--- src/rtl/irqsum_pkg.sv ---
package irqsum_pkg;

    localparam int SLOTS     = 4;
    localparam int BYTE_W    = 8;
    localparam int NUM_REGS  = 3;
    localparam int NUM_SRC   = 4 * SLOTS + 3;
    localparam int IMG_W     = NUM_REGS * BYTE_W;
    localparam int IDX_W     = $clog2(NUM_REGS);

    // Positions in the packed register image that carry a source.
    localparam logic [IMG_W-1:0] IMG_VALID = IMG_W'((64'd1 << NUM_SRC) - 64'd1);

    // Raw request bundle, one field per source group.
    typedef struct packed {
        logic             usb;
        logic             disk;
        logic             bridge;
        logic [SLOTS-1:0] line_d;
        logic [SLOTS-1:0] line_c;
        logic [SLOTS-1:0] line_b;
        logic [SLOTS-1:0] line_a;
    } irq_src_t;

    // Result of address decode.
    typedef struct packed {
        logic             hit;
        logic [IDX_W-1:0] idx;
    } reg_sel_t;

    // Pack the sources into the software-visible register image.
    function automatic logic [IMG_W-1:0] pack_image(input irq_src_t s);
        logic [IMG_W-1:0] img;
        img          = '0;
        img[3:0]     = s.line_a;
        img[4]       = s.bridge;
        img[5]       = s.disk;
        img[6]       = s.usb;
        img[7]       = s.line_b[0];
        img[10:8]    = s.line_b[3:1];
        img[14:11]   = s.line_c;
        img[15]      = s.line_d[0];
        img[18:16]   = s.line_d[3:1];
        return img;
    endfunction

    // Implemented bits of one register byte.
    function automatic logic [BYTE_W-1:0] byte_valid(input int idx);
        return IMG_VALID[idx*BYTE_W +: BYTE_W];
    endfunction

endpackage

--- src/rtl/irqsum_sync.sv ---
module irqsum_sync #(
    parameter int WIDTH  = 19,
    parameter int STAGES = 2
) (
    input  logic             clk,
    input  logic             rst,
    input  logic [WIDTH-1:0] d,
    output logic [WIDTH-1:0] q
);

    logic [STAGES-1:0][WIDTH-1:0] stage_q;

    always_ff @(posedge clk) begin
        if (rst) begin
            stage_q <= '0;
        end else begin
            stage_q[0] <= d;
            for (int i = 1; i < STAGES; i++) begin
                stage_q[i] <= stage_q[i-1];
            end
        end
    end

    assign q = stage_q[STAGES-1];

endmodule

--- src/rtl/irqsum_mask_bank.sv ---
module irqsum_mask_bank
    import irqsum_pkg::*;
(
    input  logic              clk,
    input  logic              rst,
    input  logic              wr_en,
    input  reg_sel_t          sel,
    input  logic [BYTE_W-1:0] wr_data,
    output logic [IMG_W-1:0]  mask_img
);

    genvar g;
    generate
        for (g = 0; g < NUM_REGS; g++) begin : g_byte
            localparam logic [BYTE_W-1:0] VALID = byte_valid(g);
            logic [BYTE_W-1:0] m_q;
            logic              load;

            assign load = wr_en && sel.hit && (sel.idx == IDX_W'(g));

            always_ff @(posedge clk) begin
                if (rst) begin
                    m_q <= '1;
                end else if (load) begin
                    // Reserved positions stay at 1 (disabled).
                    m_q <= (wr_data & VALID) | ~VALID;
                end
            end

            assign mask_img[g*BYTE_W +: BYTE_W] = m_q;
        end
    endgenerate

endmodule

--- src/rtl/irqsum_combine.sv ---
module irqsum_combine
    import irqsum_pkg::*;
(
    input  logic [IMG_W-1:0]  img,
    input  logic [IMG_W-1:0]  mask_img,
    input  logic              rd_en,
    input  reg_sel_t          sel,
    output logic [BYTE_W-1:0] rd_data,
    output logic              irq_out
);

    logic [IMG_W-1:0] live;

    assign live    = img & ~mask_img & IMG_VALID;
    assign irq_out = |live;

    always_comb begin
        rd_data = '0;
        if (rd_en && sel.hit) begin
            for (int i = 0; i < NUM_REGS; i++) begin
                if (sel.idx == IDX_W'(i)) begin
                    rd_data = img[i*BYTE_W +: BYTE_W];
                end
            end
        end
    end

endmodule

--- src/rtl/irq_summary_bank.sv ---
module irq_summary_bank
    import irqsum_pkg::*;
#(
    parameter int              ADDR_W    = 12,
    parameter logic [ADDR_W-1:0] BASE_ADDR = 12'h804,
    parameter int              SYNC_STAGES = 2
) (
    input  logic              clk,
    input  logic              rst,
    input  logic [ADDR_W-1:0] addr,
    input  logic              rd_en,
    input  logic              wr_en,
    input  logic [BYTE_W-1:0] wr_data,
    output logic [BYTE_W-1:0] rd_data,
    input  logic [SLOTS-1:0]  slot_a_req,
    input  logic [SLOTS-1:0]  slot_b_req,
    input  logic [SLOTS-1:0]  slot_c_req,
    input  logic [SLOTS-1:0]  slot_d_req,
    input  logic              bridge_req,
    input  logic              disk_req,
    input  logic              usb_req,
    output logic              irq_out
);

    localparam logic [ADDR_W-1:0] LAST_ADDR = BASE_ADDR + ADDR_W'(NUM_REGS - 1);

    irq_src_t          raw_src;
    irq_src_t          sync_src;
    logic [IMG_W-1:0]  img;
    logic [IMG_W-1:0]  mask_img;
    reg_sel_t          sel;
    logic [ADDR_W-1:0] offset;

    always_comb begin
        raw_src.usb    = usb_req;
        raw_src.disk   = disk_req;
        raw_src.bridge = bridge_req;
        raw_src.line_d = slot_d_req;
        raw_src.line_c = slot_c_req;
        raw_src.line_b = slot_b_req;
        raw_src.line_a = slot_a_req;
    end

    irqsum_sync #(
        .WIDTH  (NUM_SRC),
        .STAGES (SYNC_STAGES)
    ) u_sync (
        .clk (clk),
        .rst (rst),
        .d   (raw_src),
        .q   (sync_src)
    );

    assign img = pack_image(sync_src);

    // Address decode.
    assign offset  = addr - BASE_ADDR;
    assign sel.hit = (addr >= BASE_ADDR) && (addr <= LAST_ADDR);
    assign sel.idx = offset[IDX_W-1:0];

    irqsum_mask_bank u_mask (
        .clk      (clk),
        .rst      (rst),
        .wr_en    (wr_en),
        .sel      (sel),
        .wr_data  (wr_data),
        .mask_img (mask_img)
    );

    irqsum_combine u_comb (
        .img      (img),
        .mask_img (mask_img),
        .rd_en    (rd_en),
        .sel      (sel),
        .rd_data  (rd_data),
        .irq_out  (irq_out)
    );

endmodule

--- config.mk ---
export PLATFORM = sky130hd
export DESIGN_NAME = irq_summary_bank
export DESIGN_NICKNAME = d
export VERILOG_FILES = /design/src/rtl/irqsum_pkg.sv /design/src/rtl/irqsum_sync.sv /design/src/rtl/irqsum_mask_bank.sv /design/src/rtl/irqsum_combine.sv /design/src/rtl/irq_summary_bank.sv
export SDC_FILE = /design/constraint.sdc
export NUM_CORES = 1
export LEC_CHECK = 0
export ABC_AREA = 1
export BUFFER_PORTS_ARGS = -buffer_cell sky130_fd_sc_hd__buf_2
export CORE_ASPECT_RATIO = 0.9
export CORE_UTILIZATION = 48
export CTS_CLUSTER_SIZE = 30
export DETAILED_ROUTE_END_ITERATION = 8
export PLACE_DENSITY = 0.75
export SYNTH_ARGS = -nofsm -noshare
export SYNTH_HDL_FRONTEND = slang
export SYNTH_SLANG_ARGS = --single-unit
--- constraint.sdc ---
create_clock -name clk -period 0.9 [get_ports clk]
set_clock_uncertainty 0.05 [all_clocks]
set_input_delay 0.09 -clock clk [delete_from_list [all_inputs] [get_ports clk]]
set_output_delay 0.09 -clock clk [all_outputs]
set_load 0.02 [all_outputs]
==> out/qor.yml <==
hold_viol: 0
cts_buffers: 9
n_fill_cell: 313
r2r_setup_slack_ns: 0.24
die_h_um: 68.2
io_pins: 52
antenna_cells: 0
synthCells: 308
wl_met3_um: 409
p_leak_nw: 1.76
synth_flop_cell: "dfxtp_1"
drv_cap: 0
r2r-end: "u_mask.g_byte[1].m_q[7]$_SDFFE_PP1P_"
whs_ns: 0.0174
die_area_sq_mm: 0.00515
initial_core_util_pct: 51.1
fin_crit_sh_pct: 163
clock-root-buffer: "clkbuf_8"
via_per_inst: 4.58
detail_route.iter0.violations: 154
cp_num_buf_inv: 2
synth_edf_count: 0
overflow: 0
ir_drop_v: 0.00163
grt_start_max_net_pins: 39
dieWidth_um: 75.6
drive_above_1_share_pct: 35.8
ys_async_sr_fraction_pct: 0
globalplace.congestion: 0.815
dp_worst_setup_slack_ns: -0.397
syn_area_per_cell_sq_um: 7.59
worst_pin_slew_ns: 0.539
crit_fanout: 2
syn-num-nets: 351
synth-seq-area-share_pct: 48.8
cts_max_path_buffers: 2
dp_hpwl_um: 3480
track_usage_pct: 23.4
h-tree-depth: 3
critPathCaptureType: "output pin"
critPathLaunchType: "register"
mostFrequentLayoutCell: "inv_1"
whs_path_depth: 3
fmax_mhz: 682
ys_ff_latch: 57
grt_pass1_wl_um: 8600
crit_family: "simple AND/OR/NAND/NOR gates"
post_drt_wl_per_cell_um: 12.6
worstSkewPairLatency_ns: 0.33
layout_common_cells: "58 x inv_1, 48 x dfxtp_1, 45 x nor2_1, 41 x nand2_1, 33 x buf_2"
setup_viol_count_final: 23
coreArea_sq_mm: 0.00458
setup_slack_ns: -0.566
ant_nets: 0
worstHoldStart: "wr_data[3]"
hold_class: "input port to register"
status: "finished with violations"
rr_startpoint: "u_mask.g_byte[1].m_q[7]$_SDFFE_PP1P_"
violations: "setup timing"
power_density_mw_per_mm2: 1540
io_buffers: 51
met2_wirelength_um: 3020
grt_setup_unrepaired: "yes"
maxSlewHeadroom_pct: 63.8
yosysUniqueCellTypes: 26
arrival_ns: 1.33
setup-tns-final_ns: -3.42
cp_cell_sequence: "inv_1, nand2_1, o21ai_1, nor2_1, nand4_1, nor2_1, nand2_2, buf_6"
antenna_found_initial: 0
synth-warning-count: 0
reg2reg_depth: 2
syn2layout_area_growth_pct: 53.4
cp.required_ns: 0.76
cp_common_cell: "nor2_1"
fp-row-count: 23
drc_errors: 0
syn_area_sq_mm: 0.00234
fin_crit_ns: 1.47
clkTransAtPathRegs_ns: 0.06
slowest_delay_ns: 0.33
routed.top_layer: "met4"
min_to: "u_mask.g_byte[1].m_q[3]$_SDFFE_PP1P_"
dr.pass1.iters: 4
met1_length_um: 2480
critical_path_class: "register to output pin"
clkSinkCount: 57
num_vias: 2174
routed_wl_um: 5980
critPathSlowestCell: "dfxtp_2"
cts_tree: "built"
maxSlewViolCount: 0
nNetsFinal: 453
grt_pass1_vias: 1946
cells in the mapped netlist, types with 3 or more instances:
| library cell | count | area (sq um) |
|---|---|---|
| inv_1 | 67 | 251 |
| dfxtp_1 | 57 | 1140 |
| nand2_1 | 53 | 199 |
| nor2_1 | 46 | 173 |
| nand4_1 | 21 | 131 |
| nand3_1 | 19 | 95.1 |
| a21oi_2 | 6 | 52.6 |
| nor2_2 | 6 | 37.5 |
| buf_2 | 3 | 15.0 |
| clkbuf_1 | 3 | 11.3 |
| inv_2 | 3 | 11.3 |
| nor2_4 | 3 | 33.8 |
timing repair:
item                                   CTS  global route
buffers inserted                         6             1
setup endpoints to repair               26            28
gates resized for setup                 51            23
pin swaps                               19            13
hold buffers                            25             0
endpoints found under the hold margin   30             0
layout make-up:
| type | instances | area (sq um) | area share, % |
|---|---|---|---|
| clock buffer | 11 | 141 | 3.94 |
| clock inverter | 3 | 42.5 | 1.19 |
| inverter | 71 | 287 | 7.99 |
| multi-input combinational | 169 | 1000 | 28.0 |
| sequential | 57 | 1150 | 32.1 |
| tap | 62 | 77.6 | 2.16 |
| timing repair buffer | 102 | 881 | 24.6 |
how the worst max path moves through the flow:
| stage | startpoint | endpoint | slack [ns] | cells past startpoint |
|---|---|---|---|---|
| floorplan | addr[5] | rd_data[0] | -0.16 | 8 |
| global placement | addr[1] | u_mask.g_byte[0].m_q[2]$_SDFFE_PP1P_ | -0.37 | 7 |
| detailed placement | addr[1] | u_mask.g_byte[0].m_q[6]$_SDFFE_PP1P_ | -0.40 | 7 |
| CTS | u_mask.g_byte[0].m_q[6]$_SDFFE_PP1P_ | irq_out | -0.56 | 8 |
| global route | u_mask.g_byte[2].m_q[1]$_SDFFE_PP1P_ | irq_out | -0.65 | 8 |
| finish | u_mask.g_byte[0].m_q[4]$_SDFFE_PP1P_ | irq_out | -0.57 | 8 |
sequential cells by signal, indices dropped and copies added, names as in the netlist:
register           flops
u_mask.g_byte.m_q     19
u_sync.q              19
u_sync.stage_q        19
cell families (layout without fill, tap and decap cells):
kind of cell           after synthesis  after routing  synth area share, %
AO/OA/AOI/OAI                       15             15                 4.93
buffers and inverters               82            187                 14.0
AND/OR/NAND/NOR                    154            154                 32.3
flip-flops                          57             57                 48.8
through the flow:
stage                     cells  power (W)  util, %  area (sq um)
final                       475    0.00551     78.4          3590
after global routing        475    0.00572     78.4          3590
after CTS                   474    0.00549     76.4          3490
after detailed placement    429    0.00310     62.7          2870
after global placement      429    0.00309     62.7          2870
after floorplan             308    0.00288        -          2430
routing by layer:
layer,track usage (%),up-vias
met5,0,-
met4,8.33,0
met3,7.81,6
met2,40.7,81
met1,26.8,948
li1,-,1139
worst reg2reg max path: cells and delay by family (launching register included):
kind          cells  cell delay, ns
simple gates      2            0.15
flops             1            0.33
power breakdown:
group | internal [W] | total, W | switching (W)
logic | 0.000317 | 0.000599 | 0.000282
registers | 0.00261 | 0.00264 | 0.0000324
clock network | 0.00132 | 0.00227 | 0.000956
No activity file was read; power rests on OpenSTA's default activity.
